$ cat src/rtl/qrt_pkg.sv
package qrt_pkg;
  typedef enum logic [1:0] {
    UPD_NONE    = 2'd0,
    UPD_FILL    = 2'd1,
    UPD_REFRESH = 2'd2,
    UPD_DROP    = 2'd3
  } upd_kind_e;
endpackage

$ cat src/rtl/qrt_cam.sv
module qrt_cam #(
  parameter int ENTRIES = 8,
  parameter int TAG_W   = 21,
  localparam int IDX_W  = $clog2(ENTRIES)
) (
  input  logic               clk,
  input  logic               rst_n,
  input  logic [TAG_W-1:0]   look_tag,
  input  logic [TAG_W-1:0]   upd_tag,
  input  logic               wr_en,
  input  logic [IDX_W-1:0]   wr_idx,
  input  logic [TAG_W-1:0]   wr_tgt,
  input  logic               clr_en,
  input  logic [IDX_W-1:0]   clr_idx,
  output logic               look_hit,
  output logic [TAG_W-1:0]   look_tgt,
  output logic [ENTRIES-1:0] upd_match,
  output logic [ENTRIES-1:0] valid_vec
);
  logic [ENTRIES-1:0] vld_q;
  logic [TAG_W-1:0]   src_q [ENTRIES];
  logic [TAG_W-1:0]   tgt_q [ENTRIES];
  logic [ENTRIES-1:0] look_match;

  // Storage: the source tag written comes from the update tag
  always_ff @(posedge clk or negedge rst_n) begin
    if (!rst_n) begin
      vld_q <= '0;
      for (int e = 0; e < ENTRIES; e++) begin
        src_q[e] <= '0;
        tgt_q[e] <= '0;
      end
    end else begin
      if (wr_en) begin
        vld_q[wr_idx] <= 1'b1;
        src_q[wr_idx] <= upd_tag;
        tgt_q[wr_idx] <= wr_tgt;
      end
      if (clr_en) vld_q[clr_idx] <= 1'b0;
    end
  end

  // Per-entry comparators for lookup and for the correction port
  for (genvar e = 0; e < ENTRIES; e++) begin : g_cmp
    assign look_match[e] = vld_q[e] && (src_q[e] == look_tag);
    assign upd_match[e]  = vld_q[e] && (src_q[e] == upd_tag);
  end

  always_comb begin
    look_tgt = '0;
    for (int e = 0; e < ENTRIES; e++)
      if (look_match[e]) look_tgt = look_tgt | tgt_q[e];
  end

  assign look_hit  = |look_match;
  assign valid_vec = vld_q;

  // reset leaves the table empty
  assert_reset_empty_R1: assert property (@(posedge clk)
    !rst_n |=> vld_q == '0);

  // never two valid entries with the same source
  assert_single_match_R7: assert property (@(posedge clk) disable iff (!rst_n)
    $onehot0(look_match) && $onehot0(upd_match));

  // a write lands in the chosen slot
  assert_write_lands_R7: assert property (@(posedge clk) disable iff (!rst_n)
    wr_en |=> vld_q[$past(wr_idx)] && src_q[$past(wr_idx)] == $past(upd_tag)
              && tgt_q[$past(wr_idx)] == $past(wr_tgt));

  // a drop invalidates its entry
  assert_drop_clears_R8: assert property (@(posedge clk) disable iff (!rst_n)
    clr_en |=> !vld_q[$past(clr_idx)]);
endmodule

$ cat src/rtl/qrt_recency.sv
module qrt_recency #(
  parameter int ENTRIES = 8,
  localparam int IDX_W  = $clog2(ENTRIES)
) (
  input  logic               clk,
  input  logic               rst_n,
  input  logic               touch_en,
  input  logic [IDX_W-1:0]   touch_idx,
  input  logic [ENTRIES-1:0] valid_vec,
  output logic [IDX_W-1:0]   victim_idx
);
  localparam logic [IDX_W-1:0] OLDEST = IDX_W'(ENTRIES - 1);

  // rank 0 = most recently written; ranks always form a permutation
  logic [IDX_W-1:0]   rank_q [ENTRIES];
  logic [IDX_W-1:0]   cur_rank;
  logic [ENTRIES-1:0] oldest_vec;
  logic               free_found;

  assign cur_rank = rank_q[touch_idx];

  always_ff @(posedge clk or negedge rst_n) begin
    if (!rst_n) begin
      for (int e = 0; e < ENTRIES; e++) rank_q[e] <= IDX_W'(e);
    end else if (touch_en) begin
      for (int e = 0; e < ENTRIES; e++) begin
        if (IDX_W'(e) == touch_idx)  rank_q[e] <= '0;
        else if (rank_q[e] < cur_rank) rank_q[e] <= rank_q[e] + 1'b1;
      end
    end
  end

  for (genvar e = 0; e < ENTRIES; e++) begin : g_old
    assign oldest_vec[e] = (rank_q[e] == OLDEST);
  end

  // Victim: lowest free slot, else the entry written longest ago
  always_comb begin
    free_found = 1'b0;
    victim_idx = '0;
    for (int e = 0; e < ENTRIES; e++) begin
      if (!free_found && !valid_vec[e]) begin
        free_found = 1'b1;
        victim_idx = IDX_W'(e);
      end
    end
    if (!free_found)
      for (int e = 0; e < ENTRIES; e++)
        if (oldest_vec[e]) victim_idx = IDX_W'(e);
  end

  // exactly one entry carries the oldest rank
  assert_one_oldest_R6: assert property (@(posedge clk) disable iff (!rst_n)
    $countones(oldest_vec) == 1);

  // a touched entry becomes the most recent
  assert_touch_fresh_R7: assert property (@(posedge clk) disable iff (!rst_n)
    touch_en |=> rank_q[$past(touch_idx)] == '0);
endmodule

$ cat src/rtl/qrt_top.sv
module qrt_top #(
  parameter int HW_ADDR_W = 24,
  parameter int ENTRIES   = 8,
  localparam int QW_W     = HW_ADDR_W - 3,
  localparam int IDX_W    = $clog2(ENTRIES)
) (
  input  logic                 clk,
  input  logic                 rst_n,
  input  logic                 fetch_done,
  input  logic [HW_ADDR_W-1:0] fetch_haddr,
  input  logic                 fix_en,
  input  logic                 fix_taken,
  input  logic [HW_ADDR_W-1:0] fix_src_haddr,
  input  logic [HW_ADDR_W-1:0] fix_tgt_haddr,
  output logic                 next_vld,
  output logic                 next_hit,
  output logic [QW_W-1:0]      next_qaddr
);
  import qrt_pkg::*;

  function automatic logic [QW_W-1:0] qw_of(input logic [HW_ADDR_W-1:0] a);
    return QW_W'(a >> 3);
  endfunction

  function automatic logic [QW_W-1:0] seq_after(input logic [QW_W-1:0] q);
    return q + 1'b1;
  endfunction

  logic [QW_W-1:0]    cur_qw, src_qw, tgt_qw, look_tgt;
  logic               look_hit;
  logic [ENTRIES-1:0] upd_match, valid_vec;
  logic [IDX_W-1:0]   hit_idx, victim_idx, wr_idx;
  logic               wr_en, clr_en;
  upd_kind_e          kind;

  assign cur_qw = qw_of(fetch_haddr);
  assign src_qw = qw_of(fix_src_haddr);
  assign tgt_qw = qw_of(fix_tgt_haddr);

  always_comb begin
    hit_idx = '0;
    for (int e = 0; e < ENTRIES; e++)
      if (upd_match[e]) hit_idx = IDX_W'(e);
  end

  always_comb begin
    kind = UPD_NONE;
    if (fix_en) begin
      if (fix_taken) kind = (|upd_match) ? UPD_REFRESH : UPD_FILL;
      else if (|upd_match) kind = UPD_DROP;
    end
  end

  assign wr_en  = (kind == UPD_FILL) || (kind == UPD_REFRESH);
  assign wr_idx = (kind == UPD_REFRESH) ? hit_idx : victim_idx;
  assign clr_en = (kind == UPD_DROP);

  qrt_cam #(.ENTRIES(ENTRIES), .TAG_W(QW_W)) u_cam (
    .clk(clk), .rst_n(rst_n),
    .look_tag(cur_qw), .upd_tag(src_qw),
    .wr_en(wr_en), .wr_idx(wr_idx), .wr_tgt(tgt_qw),
    .clr_en(clr_en), .clr_idx(hit_idx),
    .look_hit(look_hit), .look_tgt(look_tgt),
    .upd_match(upd_match), .valid_vec(valid_vec)
  );

  qrt_recency #(.ENTRIES(ENTRIES)) u_rec (
    .clk(clk), .rst_n(rst_n),
    .touch_en(wr_en), .touch_idx(wr_idx),
    .valid_vec(valid_vec), .victim_idx(victim_idx)
  );

  assign next_vld   = fetch_done;
  assign next_hit   = look_hit;
  assign next_qaddr = look_hit ? look_tgt : seq_after(cur_qw);

  // a fill goes to a free slot whenever one exists
  assert_fill_prefers_free_R5: assert property (@(posedge clk) disable iff (!rst_n)
    (kind == UPD_FILL && !(&valid_vec)) |-> !valid_vec[victim_idx]);

  // after a drop, that source no longer matches
  assert_drop_gone_R8: assert property (@(posedge clk) disable iff (!rst_n)
    clr_en |=> (u_cam.upd_match == '0) || !$stable(fix_src_haddr[HW_ADDR_W-1:3])
               || ($past(hit_idx) != hit_idx));
endmodule

$ cat config.mk
export PLATFORM = sky130hd
export DESIGN_NAME = qrt_top
export DESIGN_NICKNAME = d
export VERILOG_FILES = /design/src/rtl/qrt_pkg.sv /design/src/rtl/qrt_cam.sv /design/src/rtl/qrt_recency.sv /design/src/rtl/qrt_top.sv
export SDC_FILE = /design/constraint.sdc
export NUM_CORES = 1
export LEC_CHECK = 0
export ABC_AREA = 1
export BUFFER_PORTS_ARGS = -buffer_cell sky130_fd_sc_hd__clkbuf_2
export CAP_MARGIN = 20
export CORE_ASPECT_RATIO = 1.25
export CORE_MARGIN = 4
export CORE_UTILIZATION = 50
export CTS_CLUSTER_SIZE = 40
export DETAILED_ROUTE_END_ITERATION = 10
export PLACE_DENSITY = 0.64
export REMOVE_ABC_BUFFERS = 1
export SLEW_MARGIN = 25
export SYNTH_ARGS = -nofsm -noshare
export SYNTH_HDL_FRONTEND = slang
export SYNTH_SLANG_ARGS = --single-unit
$ cat constraint.sdc
create_clock -name clk -period 7.65 [get_ports clk]
set_input_delay 1.1475 -clock clk [delete_from_list [all_inputs] [get_ports clk]]
set_output_delay 1.1475 -clock clk [all_outputs]
set_load 0.05 [all_outputs]
* Word-level counts from Yosys, hierarchy flattened
Cells that the tools add are included.
** Storage, ports and cells
- Bits of input ports :: 77
- Output and inout port bits :: 23
- Bits in registers :: 368
** Operators by class
- Reduce and logical (&&, ||, !) cells :: 59
- Magnitude comparators :: 14
- Equality and inequality tests :: 34
- Bitwise gates (word level) :: 11
- $add $sub $neg :: 9
- Mux-type cells :: 74
** Operator list (count)
- $bwmux W168 :: 2
- $eq A21 B21 Y1 :: 16
- $mux W21 :: 10
- $or A21 B21 Y21 :: 7
- $mux W3 :: 38
- $demux W21 S3 :: 1
- $logic_and A1 B1 Y1 :: 26
- $add A3 B1 Y3 const B :: 8
- $eq A3 B3 Y1 const B :: 8
- $lt A3 B3 Y1 :: 8
- $add A21 B1 Y21 const B :: 1
- $mux W8 :: 2
- $reduce_and A2 Y1 :: 8
- $reduce_bool A2 Y1 :: 8
- $reduce_or A8 Y1 :: 2
- $logic_not A1 Y1 :: 13
- $eq A3 B3 Y1 const A :: 4
- $mux W1 :: 12
- $mux W2 :: 6
- $bmux W3 S3 :: 1
- $and A8 B8 Y8 :: 1
- $lt A3 B4 Y1 const B :: 2
- $not A8 Y8 :: 1
- $or A8 B8 Y8 :: 1
- 11 further kinds :: 15

* Depth between registers and ports, before layout
Gate-level depths: netlist (run 1).
- Depth after elaboration :: 39
- Depth in mapped cells :: 29
- Depth with buffers taken out :: 29

* Hierarchy
A second synthesis (run 1) with hierarchy kept.
** Unflattened totals
- Cell total of the unflattened synthesis :: 3079
- Area, all modules :: 22153.7 um^2
** Modules (own cells, without submodules)
- qrt_cam :: times used 1, cells an instance 2579, area each 19014.5 um^2
- qrt_recency :: times used 1, cells an instance 302, area each 2215.9 um^2
- qrt_top :: times used 1, cells an instance 198, area each 923.4 um^2

* Least setup slack after synthesis (run 1)
Ideal clock, no wire load.
- Path kind :: input to output
- From :: input fetch_haddr[9]
- To :: output next_qaddr[5]
- Required time :: 6.503 ns
- Data arrival time :: 4.581 ns
- Setup slack :: 1.921 ns
- Buffers on the path :: 3
- Stages on the path :: 12
- Cell sequence :: buf_2 inv_1 clkbuf_1 o22ai_1 nor4_1 and2_0 nand3_1 clkinv_1 nor4_1 nand2_1 buf_2 o311ai_0
** Between the ends
- Word-level cells in the longest chain between the ends :: 18
** Ends and longest elaborated chain
- start: declaration :: RTL line qrt_top.sv:10 : input logic [HW_ADDR_W-1:0] fetch_haddr,
- $eq A21 B21 Y1 :: RTL line qrt_cam.sv:45 : assign look_match[e] = vld_q[e] && (src_q[e] == look_tag);
- $logic_and A1 B1 Y1 :: RTL line qrt_cam.sv:45
- $mux W21 :: RTL line qrt_cam.sv:52 : if (look_match[e]) look_tgt = look_tgt | tgt_q[e];
- $or A21 B21 Y21 :: RTL line qrt_cam.sv:52
- $mux W21 :: RTL line qrt_cam.sv:52
- $or A21 B21 Y21 :: RTL line qrt_cam.sv:52
- $mux W21 :: RTL line qrt_cam.sv:52
- $or A21 B21 Y21 :: RTL line qrt_cam.sv:52
- [2 not listed]
- $mux W21 :: RTL line qrt_cam.sv:52
- $or A21 B21 Y21 :: RTL line qrt_cam.sv:52
- $mux W21 :: RTL line qrt_cam.sv:52
- $or A21 B21 Y21 :: RTL line qrt_cam.sv:52
- $mux W21 :: RTL line qrt_cam.sv:52
- $or A21 B21 Y21 :: RTL line qrt_cam.sv:52
- $mux W21 :: RTL line qrt_cam.sv:52
- $mux W21 * :: RTL line qrt_top.sv:75 : assign next_qaddr = look_hit ? look_tgt : seq_after(cur_qw);
- end: declaration :: RTL line qrt_top.sv:17 : output logic [QW_W-1:0] next_qaddr
Mark *: on every way between the ends. The rest lies on a longest branch, timed or not.

* Worst setup path in the final report (run 1)
- From :: input fetch_haddr[12]
- To :: output next_qaddr[10]
Same word-level chain as after synthesis.

==> metrics list, run 1 <==
* Status: finished, final reports clean
* Post-DR wirelength/cell: between 20 and 25 um
- On the critical path the largest part of the delay comes from buffers and inverters.
* Starting density of the core: 0.506
- Share of synthesized cell area in full adder, half adder and majority cells: 0.0144
* Design Power: a little under 10 mW
- Port Buffers: between 80 and 90
- Endpoint required time on the critical path: about 6500 ps
- Number of standard-cell rows in the floorplan: between 80 and 90
- Upper clock frequency limit: roughly 150 MHz
- Type of the worst setup path: in -> out
* Count of clock tree sinks: between 300 and 400
* Number of hold-repair buffers added at the cts stage: 0
- The cell area that synthesis handed to floorplanning was 0.0217 mm^2.
* Maximum fanout encountered on the critical timing path: 20
* Global-route wire length before repair: about 130000 um
- The max-slew violation count was 0.
- Maximum number of pins on one net before global-route repair: 111
- The net count of the finished layout is between 3000 and 4000.
* Average cell area after synthesis: roughly 7.3 um^2
- The number of antenna violations at the first check in global routing was 0.
* Synth Area in XOR/XNOR: 0.0286
- Setup repair after global routing left no endpoint under its margin.
- Measured along the x axis, the die boundary spans about 190 um.
- Worst rel slew slack: 0.305
- Clock tree synthesis inserted a total of 43 buffers.
* Worst supply voltage drop on vdd: 0.273 mV
- Share of synthesized cell area in and, or, nand and nor gates: 0.255
- Across all layers, the routed design uses 21037 vias.
- Kind of launch point of the worst setup path: input pin
* Growth of design area from synthesis to finish: 8.92%
- Sum of routed wire length over all layers: 86500 um
- In this run, synthesis inferred 0 flip-flops with an integrated enable.
- For this run, the detailed router's first-pass iteration total came to 5.
* Fraction of layout instances using a drive strength above 1: 0.0959
* Proportion of register bits with asynchronous set or reset after synthesis: 1.00
- Crit path cell chain: clkbuf_2 -> clkinv_1 -> a221oi_1 -> nand4_1 -> nor4_1 -> nand3_1 -> inv_1 -> nor4_1 -> nand2_1 -> buf_4 -> nand3_1 -> o21ai_0 -> inv_1 -> clkbuf_2
* Main combinational cell family by area after synthesis: simple AND/OR/NAND/NOR gates
- Fin crit share: 0.859
- 100 I/O pins were placed.
- Total negative slack for setup checks: 0 ps
- Number of standard cells in the final layout excluding fillers: approximately 3600
- Total routing resource utilization after global routing: 0.362
- On the worst path, the slowest cell contributes a delay of a little under 700 ps.
- The smallest clock period supported by the final layout is computed as 6570 ps.
- The tool flagged a number of max-cap violations equal to 0.
* Worst Max-Slew Pin Slew: 1040 ps
* Die area: ~0.047 mm^2
* Final weighted congestion in routability-driven placement: approximately 0.99
- Clock latency on the worst-skew pair, taken at its later pin, is between 500 and 600 ps.
- Final setup fails: 0
- TritonCTS built the clock tree.
* Post-placement cell area: ~0.022 mm^2
- For this design the static power due to leakage is approximately 12 nW.
- # resized after CTS: 0
- Counting both buffers and inverters, the worst setup path holds a total of 6.
- The cell sitting at the root of the clock tree is a sky130_fd_sc_hd__clkbuf_16.
- The portion of synthesized area spent on multiplexers is 0.
* Register area share after synthesis: 0.425
- # DRC: 0
- Number of vias per cell: 5.86
* Distinct cell type count of the synthesized netlist: 51
- After clock tree synthesis, the clock-pin slew on the worst setup and hold paths is around 60 ps.
- Synth Area in Compound Gates: 0.163
- Including well taps, the total number of placed cells is about 3500.
- Clock H-tree levels: 2
- Detailed placement finished with a half-perimeter wire length of around 57000 um.
- Gr ovfl total: 0
- Once layout is complete, the utilization of the core stands at 0.551.
- From bottom edge to top edge, the die measures roughly 240 um.
* Number of DRC markers after the initial detailed-route iteration: around 2300
- The via count of the first global-routing pass is about 20000.
* Arrival @ worst endpoint: around 5400 ps
- Buffers inserted during post-CTS setup optimization: 0
* Worst min path class: reg -> reg
- In this run, synthesis produced a sequential element count of 368.
* Number of antenna-violating nets in the routed design: 0
- Critical path endpoint category: output port
- Pwr/cell area: ~420 mW/mm^2
- The most used flip-flop cell after synthesis is sky130_fd_sc_hd__dfrtp_1.
- Cell count after synthesis: 2994
* Clock skew: 28.5 ps
* Number of buffers between clock root and the deepest sink: 3
- Final instance area: around 0.024 mm^2
- The Yosys step of the flow raised 0 warnings.
* Final Hold Violating Endpoints: 0
- On the critical path, the stage with the largest delay is an instance of sky130_fd_sc_hd__clkinv_1.
- Std-Cell Core Area: roughly 0.043 mm^2
## cell families (layout without fill, tap and decap cells)
group / Yosys count / count (layout)
adder cells (fa/ha/maj): 25 / 25
AND/OR/NAND/NOR: 1354 / 1354
XOR/XNOR: 71 / 71
other: 0 / 1
buffers and inverters: 573 / 603
AO/OA/AOI/OAI: 603 / 603
flip-flops: 368 / 368
## cell type report
type / count / area [um^2]
Tap cell: 565 / 707
Multi-Input combinational cell: 2053 / 10100
Sequential cell: 368 / 9220
Timing Repair Buffer: 122 / 729
Inverter: 405 / 1520
Clock inverter: 9 / 126
Fill cell: 4258 / 19300
Clock buffer: 67 / 1280
Antenna cell: 1 / 2.50
## layout by cell type, fill, tap and decap left out, types with 18 or more instances in the layout
master and instances:
sky130_fd_sc_hd__ha_1 25, sky130_fd_sc_hd__a221oi_1 63, sky130_fd_sc_hd__clkbuf_16 43, sky130_fd_sc_hd__buf_4 32, sky130_fd_sc_hd__o21ai_1 61, sky130_fd_sc_hd__nand2_2 23, sky130_fd_sc_hd__inv_1 363, sky130_fd_sc_hd__xor2_1 59
sky130_fd_sc_hd__o22ai_1 106, sky130_fd_sc_hd__o21ai_0 312, sky130_fd_sc_hd__dfrtp_1 356, sky130_fd_sc_hd__nor4_1 18, sky130_fd_sc_hd__nand2_1 1000, sky130_fd_sc_hd__nand3_1 84, sky130_fd_sc_hd__clkbuf_2 87, sky130_fd_sc_hd__inv_2 30
sky130_fd_sc_hd__nor2_1 168
## cells in the mapped netlist (9+ instances only)
| cell type | number | area (um^2) |
|---|---|---|
| sky130_fd_sc_hd__nand2_1 | 1000 | 3750 |
| sky130_fd_sc_hd__inv_1 | 364 | 1370 |
| sky130_fd_sc_hd__dfrtp_1 | 356 | 8910 |
| sky130_fd_sc_hd__o21ai_0 | 312 | 1560 |
| sky130_fd_sc_hd__nor2_1 | 170 | 638 |
| sky130_fd_sc_hd__o22ai_1 | 106 | 663 |
| sky130_fd_sc_hd__nand3_1 | 84 | 420 |
| sky130_fd_sc_hd__buf_2 | 71 | 355 |
| sky130_fd_sc_hd__a221oi_1 | 63 | 552 |
| sky130_fd_sc_hd__o21ai_1 | 61 | 305 |
| sky130_fd_sc_hd__xor2_1 | 59 | 517 |
| sky130_fd_sc_hd__clkbuf_1 | 46 | 173 |
| sky130_fd_sc_hd__buf_4 | 36 | 270 |
| sky130_fd_sc_hd__inv_2 | 30 | 113 |
| sky130_fd_sc_hd__ha_1 | 25 | 313 |
| sky130_fd_sc_hd__nand2_2 | 23 | 144 |
| sky130_fd_sc_hd__nor4_1 | 19 | 119 |
| sky130_fd_sc_hd__a21oi_1 | 15 | 75.1 |
| sky130_fd_sc_hd__o2111ai_1 | 13 | 114 |
| sky130_fd_sc_hd__buf_6 | 12 | 135 |
| sky130_fd_sc_hd__dfstp_2 | 12 | 315 |
| sky130_fd_sc_hd__xnor2_1 | 12 | 105 |
| sky130_fd_sc_hd__nand4_1 | 11 | 68.8 |
| sky130_fd_sc_hd__clkinv_1 | 10 | 37.5 |
| sky130_fd_sc_hd__o211ai_1 | 9 | 67.6 |
## power by group
group | switching (mW) | internal, mW
registers | 0.687 | 2.92
clock network | 0.854 | 1.24
logic | 2.79 | 1.40
total | 4.33 | 5.56
## registers in the layout, summed over array words and instances, names as in the netlist
| register | flops |
|---|---|
| u_cam.tgt_q | 168 |
| u_cam.src_q | 168 |
| u_rec.rank_q | 24 |
| u_cam.valid_vec | 8 |
## routing by layer
| layer | global-route usage | vias up | routed length, um |
|---|---|---|---|
| met2 | 0.584 | 1133 | 39200 |
| met3 | 0.0666 | 284 | 8030 |
| li1 | - | 9590 | - |
| met5 | 0 | - | 0 |
| met1 | 0.462 | 10030 | 33600 |
| met4 | 0.206 | 0 | 5700 |
## path summary, 6_finish.rpt
check	depth (start not counted)	from	end	slack, ps
setup / recovery	14	fetch_haddr[12]	next_qaddr[10]	1080
hold / removal	2	u_cam.tgt_q[114]$_DFFE_PN0P_	u_cam.tgt_q[114]$_DFFE_PN0P_	470
setup reg to reg	25	u_cam.valid_vec[1]$_DFF_PN0_	u_rec.rank_q[10]$_DFFE_PN0P_	3470
hold reg to reg	2	u_cam.tgt_q[114]$_DFFE_PN0P_	u_cam.tgt_q[114]$_DFFE_PN0P_	470
max in group asynchronous	3	rst_n	u_rec.rank_q[8]$_DFFE_PN1P_	5590
min in group asynchronous	1	rst_n	u_cam.src_q[138]$_DFFE_PN0P_	590
## worst min-delay path: cells and delay by family (launching register included)
family           cells  cell delay (ps)
flip-flops           1              340
AND/OR/NAND/NOR      2              100
## stage by stage
stage / hold WS [ps] / setup slack [ps]
after floorplan: 442 / 1120
after global placement: 453 / 1370
after detailed placement: 458 / 1320
after CTS: 474 / 1300
after global routing: 494 / 982
final: 472 / 1080
No activity file was read; power rests on OpenSTA's default activity.
==> run 2: changes to the inputs <==
Settings changed: CORE_UTILIZATION 50 to 31, PLACE_DENSITY 0.64 to 0.43.
==> run 2 against run 1 <==
Compared with the run above: total power rose by 1.1%; sequential cell count is the same; via count decreased by 1.3%; final area is 2.6% higher; die area rose by 59%; first-iteration DRC count is 8.6% lower; maximum frequency increased by 0.59%.
==> metrics list, run 2 (synthesis gave the netlist of run 1 again) <==
- The flow ran to the end, and the final reports show no timing, DRC or antenna violations.
* Final Critical Period: 6530 ps
* Arrival @ worst endpoint: 5380 ps
* Pwr/cell area: roughly 410 mW/mm^2
- The number of antenna violations at the first check in global routing is 3.
- Number of vias per cell: 5.22
- Worst hold path cell count: 2
- After routing, the total negative slack on setup checks comes to 0 ps.
- The share of total power dissipated in sequential elements is 0.359.
- Maximum fanout encountered on the critical timing path: 13
- HPWL after DPL: between 60000 and 70000 um
- Kind of launch point of the worst setup path: input pin
* Worst Max-Slew Pin Slew: 1020 ps
* Cell type group with the largest total delay on the critical path: buffers and inverters
- In this run the remaining antenna-violating nets after routing total 0.
- After detailed routing, the average wire length per cell comes to 24.1 um.
* Count of boundary I/O pins: 100
- In this run the power spent charging and discharging nets is ~4.4 mW.
* Gr ovfl total: 0
- For the worst setup path, the data required time is approximately 6500 ps.
- # resized after CTS: 0
* Max Slew Vio Count: 0
- Register clock-pin slew on the reported worst setup and hold paths: roughly 60 ps
* Final setup fails: 0
* Fraction of layout instances using a drive strength above 1: 0.102
- STA classifies the critical path endpoint as an output port.
* Final Hold Violating Endpoints: 0
- Pre-CTS setup slack: about 1200 ps
- Overall die width: approximately 240 um
- TritonCTS built the clock tree.
- Clk network pwr share: 0.219
- Critical Path Slowest Stage Cell: sky130_fd_sc_hd__clkinv_1
- The finished cells cover roughly 0.024 mm^2.
* Clock H-tree levels: 2
* Share of total power in combinational logic: 0.421
- Chip Height: 304 um
* Number of buffers added by the clock tree synthesis step: between 40 and 50
* Final Util: 0.350
- # DRC: 0
* Final weighted congestion in routability-driven placement: between 0.9 and 1
- Global-route wire length before repair: approximately 140000 um
* Die area: 0.0744 mm^2
- The region available for standard cell placement spans 0.0695 mm^2.
* Root cell of the clock tree: sky130_fd_sc_hd__clkbuf_16
- The largest registers in the layout are u_cam.src_q: 168 flops, u_cam.tgt_q: 168 flops, u_rec.rank_q: 24 flops.
- Number of hold-repair buffers added at the cts stage: 0
- Total iterations of the first detailed-routing run: 5
- Number of logic stages on the critical path including buffering: 14
- Worst hold margin: approximately 470 ps
* Worst min path class: reg -> reg
- The longest clock path from root to sink contains 3 buffers.
- After the first detailed-routing iteration, the DRC count stood at 2144.
* Starting density of the core: 0.313
* Number of standard cells in the final layout excluding fillers: between 3000 and 4000
* Switching share of power: 0.441
* Clock skew: around 23 ps
- Max_cap viols: 0
- Entering global routing, the biggest net connects roughly 160 pins.
* Worst r2r path cells: 25
- Design Power: about 10 mW
- Cell internal power was estimated by the tool at ~5.6 mW.
- Headroom to the max-slew limit came out at 0.317.
- The via count of the first global-routing pass was 20281.
* Maximum cell stage delay along the critical path: 720 ps
- Sum of routed wire length over all layers: between 90000 and 100000 um
* Crit path cell chain: clkbuf_2 -> clkinv_1 -> o22ai_1 -> a221oi_1 -> nand2_1 -> nor4_1 -> nand3_1 -> buf_4 -> clkinv_1 -> nor4_1 -> nand2_1 -> buf_4 -> o311ai_0 -> clkbuf_2
- Number of standard-cell rows in the floorplan: approximately 110
* Insertion delay to the later sink of the worst-skew pair: between 500 and 600 ps
- NumNets Final: roughly 3100
- Count of clock tree sinks: roughly 370
- The placed instances occupy a cell area of 0.0228 mm^2.
- IR analysis of the VDD net gives a maximum drop of roughly 0.19 mV.
- Leading cell type in the layout, fill and taps excluded: sky130_fd_sc_hd__nand2_1
- Port Buffers: a little under 90
- Via total after detailed routing: between 20000 and 25000
* Growth of design area from synthesis to finish: 11.8%
- Once placement completed, the tool counted placed cells totaling a little under 4000.
* Upper clock frequency limit: roughly 150 MHz
- Leading cell types in the layout, fill and taps excluded: 1000 x sky130_fd_sc_hd__nand2_1, 363 x sky130_fd_sc_hd__inv_1, 356 x sky130_fd_sc_hd__dfrtp_1
* Unrepaired setup endpoints after global routing: no
- The number of buffers and inverters on the critical path is 6.
* Buffers inserted during post-CTS setup optimization: 0
* Total routing resource utilization after global routing: 0.251
- Leakage: roughly 12 nW
- In the post-route analysis, the smallest setup slack over all paths is 1120 ps.
- Fin crit share: 0.854
* Type of the worst setup path: in -> out
run 2: area by class of cell:
type	instances	area (um^2)
clock buffer	68	1320
multi-input combinational	2053	10100
timing repair buffer	134	808
fill	7479	45200
tap	935	1170
clock inverter	13	164
sequential	368	9220
inverter	405	1520
antenna	1	2.50
run 2: final timing paths:
kind / from / to / slack, ps
worst max register to register: u_cam.valid_vec[1]$_DFF_PN0_ / u_rec.rank_q[3]$_DFFE_PN0P_ / 3110
min in group asynchronous: rst_n / u_cam.tgt_q[22]$_DFFE_PN0P_ / 570
max in group asynchronous: rst_n / u_cam.src_q[96]$_DFFE_PN0P_ / 5610
worst max-delay path: fetch_haddr[20] / next_qaddr[7] / 1120
worst min-delay path: u_cam.tgt_q[8]$_DFFE_PN0P_ / u_cam.tgt_q[8]$_DFFE_PN0P_ / 470
worst min register to register: u_cam.tgt_q[8]$_DFFE_PN0P_ / u_cam.tgt_q[8]$_DFFE_PN0P_ / 470
run 2: power by group through the flow:
stage          logic (mW)  clock network (mW)  registers, mW
4_1_cts              4.22                2.25           3.58
5_1_grt              4.84                2.31           3.69
3_3_place_gp         4.13                   0           3.58
6_report             4.21                2.19           3.60
3_5_place_dp         4.20                   0           3.60
2_1_floorplan        3.07                   0           3.38
run 2: tightest hold or removal path, stage by stage, from the launching register on:
cell,delay [ps]
sky130_fd_sc_hd__dfrtp_1,340
sky130_fd_sc_hd__nand2_1,50
sky130_fd_sc_hd__nand2_1,50
run 2: per-layer routing:
layer  part of all wire  up-vias  routed length [um]  global-route usage
met1               0.40    10013               38800               0.320
met5            0.00023        -                  22                   0
met4              0.050        4                4820               0.107
li1                   -     9622                   -                   -
met3              0.073      221                6990              0.0417
met2               0.47      911               45200               0.420
==> run 3: changes to the inputs <==
Settings changed: PLACE_DENSITY 0.43 to 0.45.
==> run 3 against run 2 <==
Compared with the run above: worst hold slack gained 1.7 ps; maximum frequency grew 1.6%; largest power group unchanged; clock power is essentially flat; combinational power is essentially flat.
==> metrics list, run 3 (synthesis gave the netlist of run 1 again) <==
- Counting stages on the worst path, the most repeated cell is sky130_fd_sc_hd__clkbuf_2.
- Critical path launch point: fetch_haddr[8]
* Share of total power in combinational logic: 0.421
* Endpoint required time on the critical path: roughly 6500 ps
- Critical path endpoint: next_qaddr[5]
* Final Util: 0.350
- Once placement finished, the instance area stood at about 0.023 mm^2.
* Placed cells: 3891
- In this run the register-to-register setup slack is between 3000 and 4000 ps.
* Max Slew Vio Count: 0
- The flow ran to the end, and the final reports show no timing, DRC or antenna violations.
- Pwr/cell area: between 400 and 500 mW/mm^2
- Worst Max-Slew Pin Slew: 1010 ps
* Maximum cell stage delay along the critical path: between 700 and 800 ps
- The wire-length estimate of the detail-placed layout is 61800 um.
- Final Critical Period: approximately 6400 ps
* Leakage: 11.8 nW
- Type of the worst setup path: in -> out
- Routability-driven placement finished with a final weighted congestion of between 0.9 and 1.
* Leading cell type in the layout, fill and taps excluded: sky130_fd_sc_hd__nand2_1
- Total negative slack for setup checks: 0 ps
* ANT cells: 0
- STA classifies the critical path endpoint as an output port.
- The later pin in the worst-skew pair is clocked with a latency of roughly 590 ps.
- Of the total power, the clock network draws 0.222.
* Global-route wire length before repair: about 140000 um
- Clock H-tree levels: 2
- The cell sitting at the root of the clock tree is a sky130_fd_sc_hd__clkbuf_16.
* Post-DR wirelength/cell: around 24 um
* Die area: about 0.074 mm^2
- The initial utilization of the core area, before any placement, comes to 0.313.
- The internal power of the cells totals about 5.6 mW.
- The tool flagged a number of max-cap violations equal to 0.
- Number of antenna-violating nets in the routed design: 0
- Number of standard cells in the final layout excluding fillers: approximately 4000
- Summed over all nets, the switching power comes to between 4 and 5 mW.
- The hold violation total from the final report was 0.
- Number of vias per cell: around 5.2
- Via total after detailed routing: 20801
- Of the cells placed in the final design, the portion with a size suffix greater than 1 is 0.102.
* Count of clock tree sinks: approximately 370
* Crit path cell chain: clkbuf_2 -> clkinv_1 -> o22ai_1 -> nor2_1 -> o2111ai_1 -> a211oi_1 -> nand3_1 -> inv_1 -> nor4_1 -> nand2_1 -> buf_4 -> o311ai_0 -> clkbuf_2
- Worst min path class: reg -> reg
- Worst rel slew slack: 0.324
- Number of hold-repair buffers added at the cts stage: 0
* Maximum number of pins on one net before global-route repair: 152
- The startpoint identified for the worst register-to-register timing path is u_cam.valid_vec[1]$_DFF_PN0_.
- The clock passes through at most 3 buffers.
* Arrival @ worst endpoint: between 5000 and 6000 ps
* Unrepaired setup endpoints after global routing: no
- The worst-case IR drop observed on VDD is between 0.2 and 0.25 mV.
- Fin crit share: 0.840
* Clock skew: 37.1 ps
- Total iterations of the first detailed-routing run: 6
- Wires add up to between 90000 and 100000 um.
- From left edge to right edge, the die measures ~240 um.
- TritonCTS built the clock tree.
- In the routed design, unresolved DRC markers number 0.
- The number of gates resized after CTS was 0.
- Of the total power, the share spent switching nets is 0.439.
- In the final layout, the registers with the most flip-flops are u_cam.src_q: 168 flops, u_cam.tgt_q: 168 flops, u_rec.rank_q: 24 flops.
* Std-Cell Core Area: around 0.07 mm^2
* Final instance area: ~0.024 mm^2
- Gr ovfl total: 0
* Register clock-pin slew on the reported worst setup and hold paths: 60 ps
- Proportion of power drawn by flip-flops and latches: 0.358
* Final setup fails: 0
- Upper clock frequency limit: around 160 MHz
* Total routing resource utilization after global routing: 0.248
- Leading cell types in the layout, fill and taps excluded: 1000 x sky130_fd_sc_hd__nand2_1, 363 x sky130_fd_sc_hd__inv_1, 356 x sky130_fd_sc_hd__dfrtp_1
* Maximum fanout encountered on the critical timing path: 13
- The worst setup path is launched from an input pin.
* NumNets Final: 3104
- Measured in cells, the most critical reg-to-reg path has a length of 25.
- Port Buffers: ~90
- The via count of the first global-routing pass was 19981.
* Chip Height: slightly above 300 um
* Number of standard-cell rows in the floorplan: ~110
* Growth of design area from synthesis to finish: 11.8%
- Post-CTS timing repair inserted 0 buffers for setup.
* R2R Path End: u_rec.rank_q[17]$_DFFE_PN0P_
- During I/O placement, the number of pins put on the boundary was 100.
* Critical Path Slowest Stage Cell: sky130_fd_sc_hd__clkinv_1
- The number of clock buffers added by TritonCTS is 44.
- Number of DRC markers after the initial detailed-route iteration: between 2000 and 2500
- The number of antenna violations at the first check in global routing was 0.
-- run 3: cell count changes in the layout (fill, tap and decap cells not counted), sizes merged --
cell      previous run  this run
bufinv               2         3
clkbuf             155       149
buf                 47        43
clkinvlp             2         6
diode                1         0
clkinv              18        19
inv                396       395
-- run 3: power by group through the flow --
stage	clock, mW	combinational [mW]	sequential [mW]
finish	2.22	4.22	3.59
global route	2.35	4.85	3.68
CTS	2.27	4.22	3.57
detailed placement	0	4.20	3.59
floorplan	0	3.07	3.38
global placement	0	4.13	3.57
-- run 3: worst min path at each step --
stage | slack (ps) | end | cells past startpoint | from
finish | 470 | u_cam.tgt_q[43]$_DFFE_PN0P_ | 2 | u_cam.tgt_q[43]$_DFFE_PN0P_
global route | 490 | u_cam.tgt_q[19]$_DFFE_PN0P_ | 2 | u_cam.tgt_q[19]$_DFFE_PN0P_
CTS | 480 | u_cam.tgt_q[41]$_DFFE_PN0P_ | 2 | u_cam.tgt_q[41]$_DFFE_PN0P_
detailed placement | 460 | u_cam.tgt_q[41]$_DFFE_PN0P_ | 2 | u_cam.tgt_q[41]$_DFFE_PN0P_
global placement | 450 | u_cam.tgt_q[164]$_DFFE_PN0P_ | 2 | u_cam.tgt_q[164]$_DFFE_PN0P_
floorplan | 440 | u_cam.tgt_q[110]$_DFFE_PN0P_ | 2 | u_cam.tgt_q[110]$_DFFE_PN0P_
-- run 3: layout make-up --
class	count	area, um^2
fillers	7526	45200
multi-input cells	2053	10100
flip-flops and latches	368	9220
inverters	405	1520
clock buffers	62	1320
well taps	935	1170
repair buffers	130	791
clock inverters	18	195
-- run 3: worst max-delay path, delay by kind of cell --
family / cells / cell delay (ps)
AND/OR/NAND/NOR: 4 / 940
AO/OA/AOI/OAI: 4 / 1000
buffers and inverters: 5 / 2150
-- run 3: layer usage --
layer | up-vias | part of all wire | global-route usage
li1 | 9608 | - | -
met1 | 10092 | 0.40 | 0.309
met2 | 863 | 0.48 | 0.425
met3 | 238 | 0.063 | 0.0387
met4 | 0 | 0.054 | 0.110
met5 | - | 0 | 0
-- run 3: stage by stage --
stage               power, mW  worst slack [ps]  hold WS (ps)
CTS                      10.1              1300           475
finish                   10.0              1220           475
floorplan                6.45              1120           442
global route             10.9              1230           490
detailed placement       7.79              1310           459
global placement         7.70              1330           453
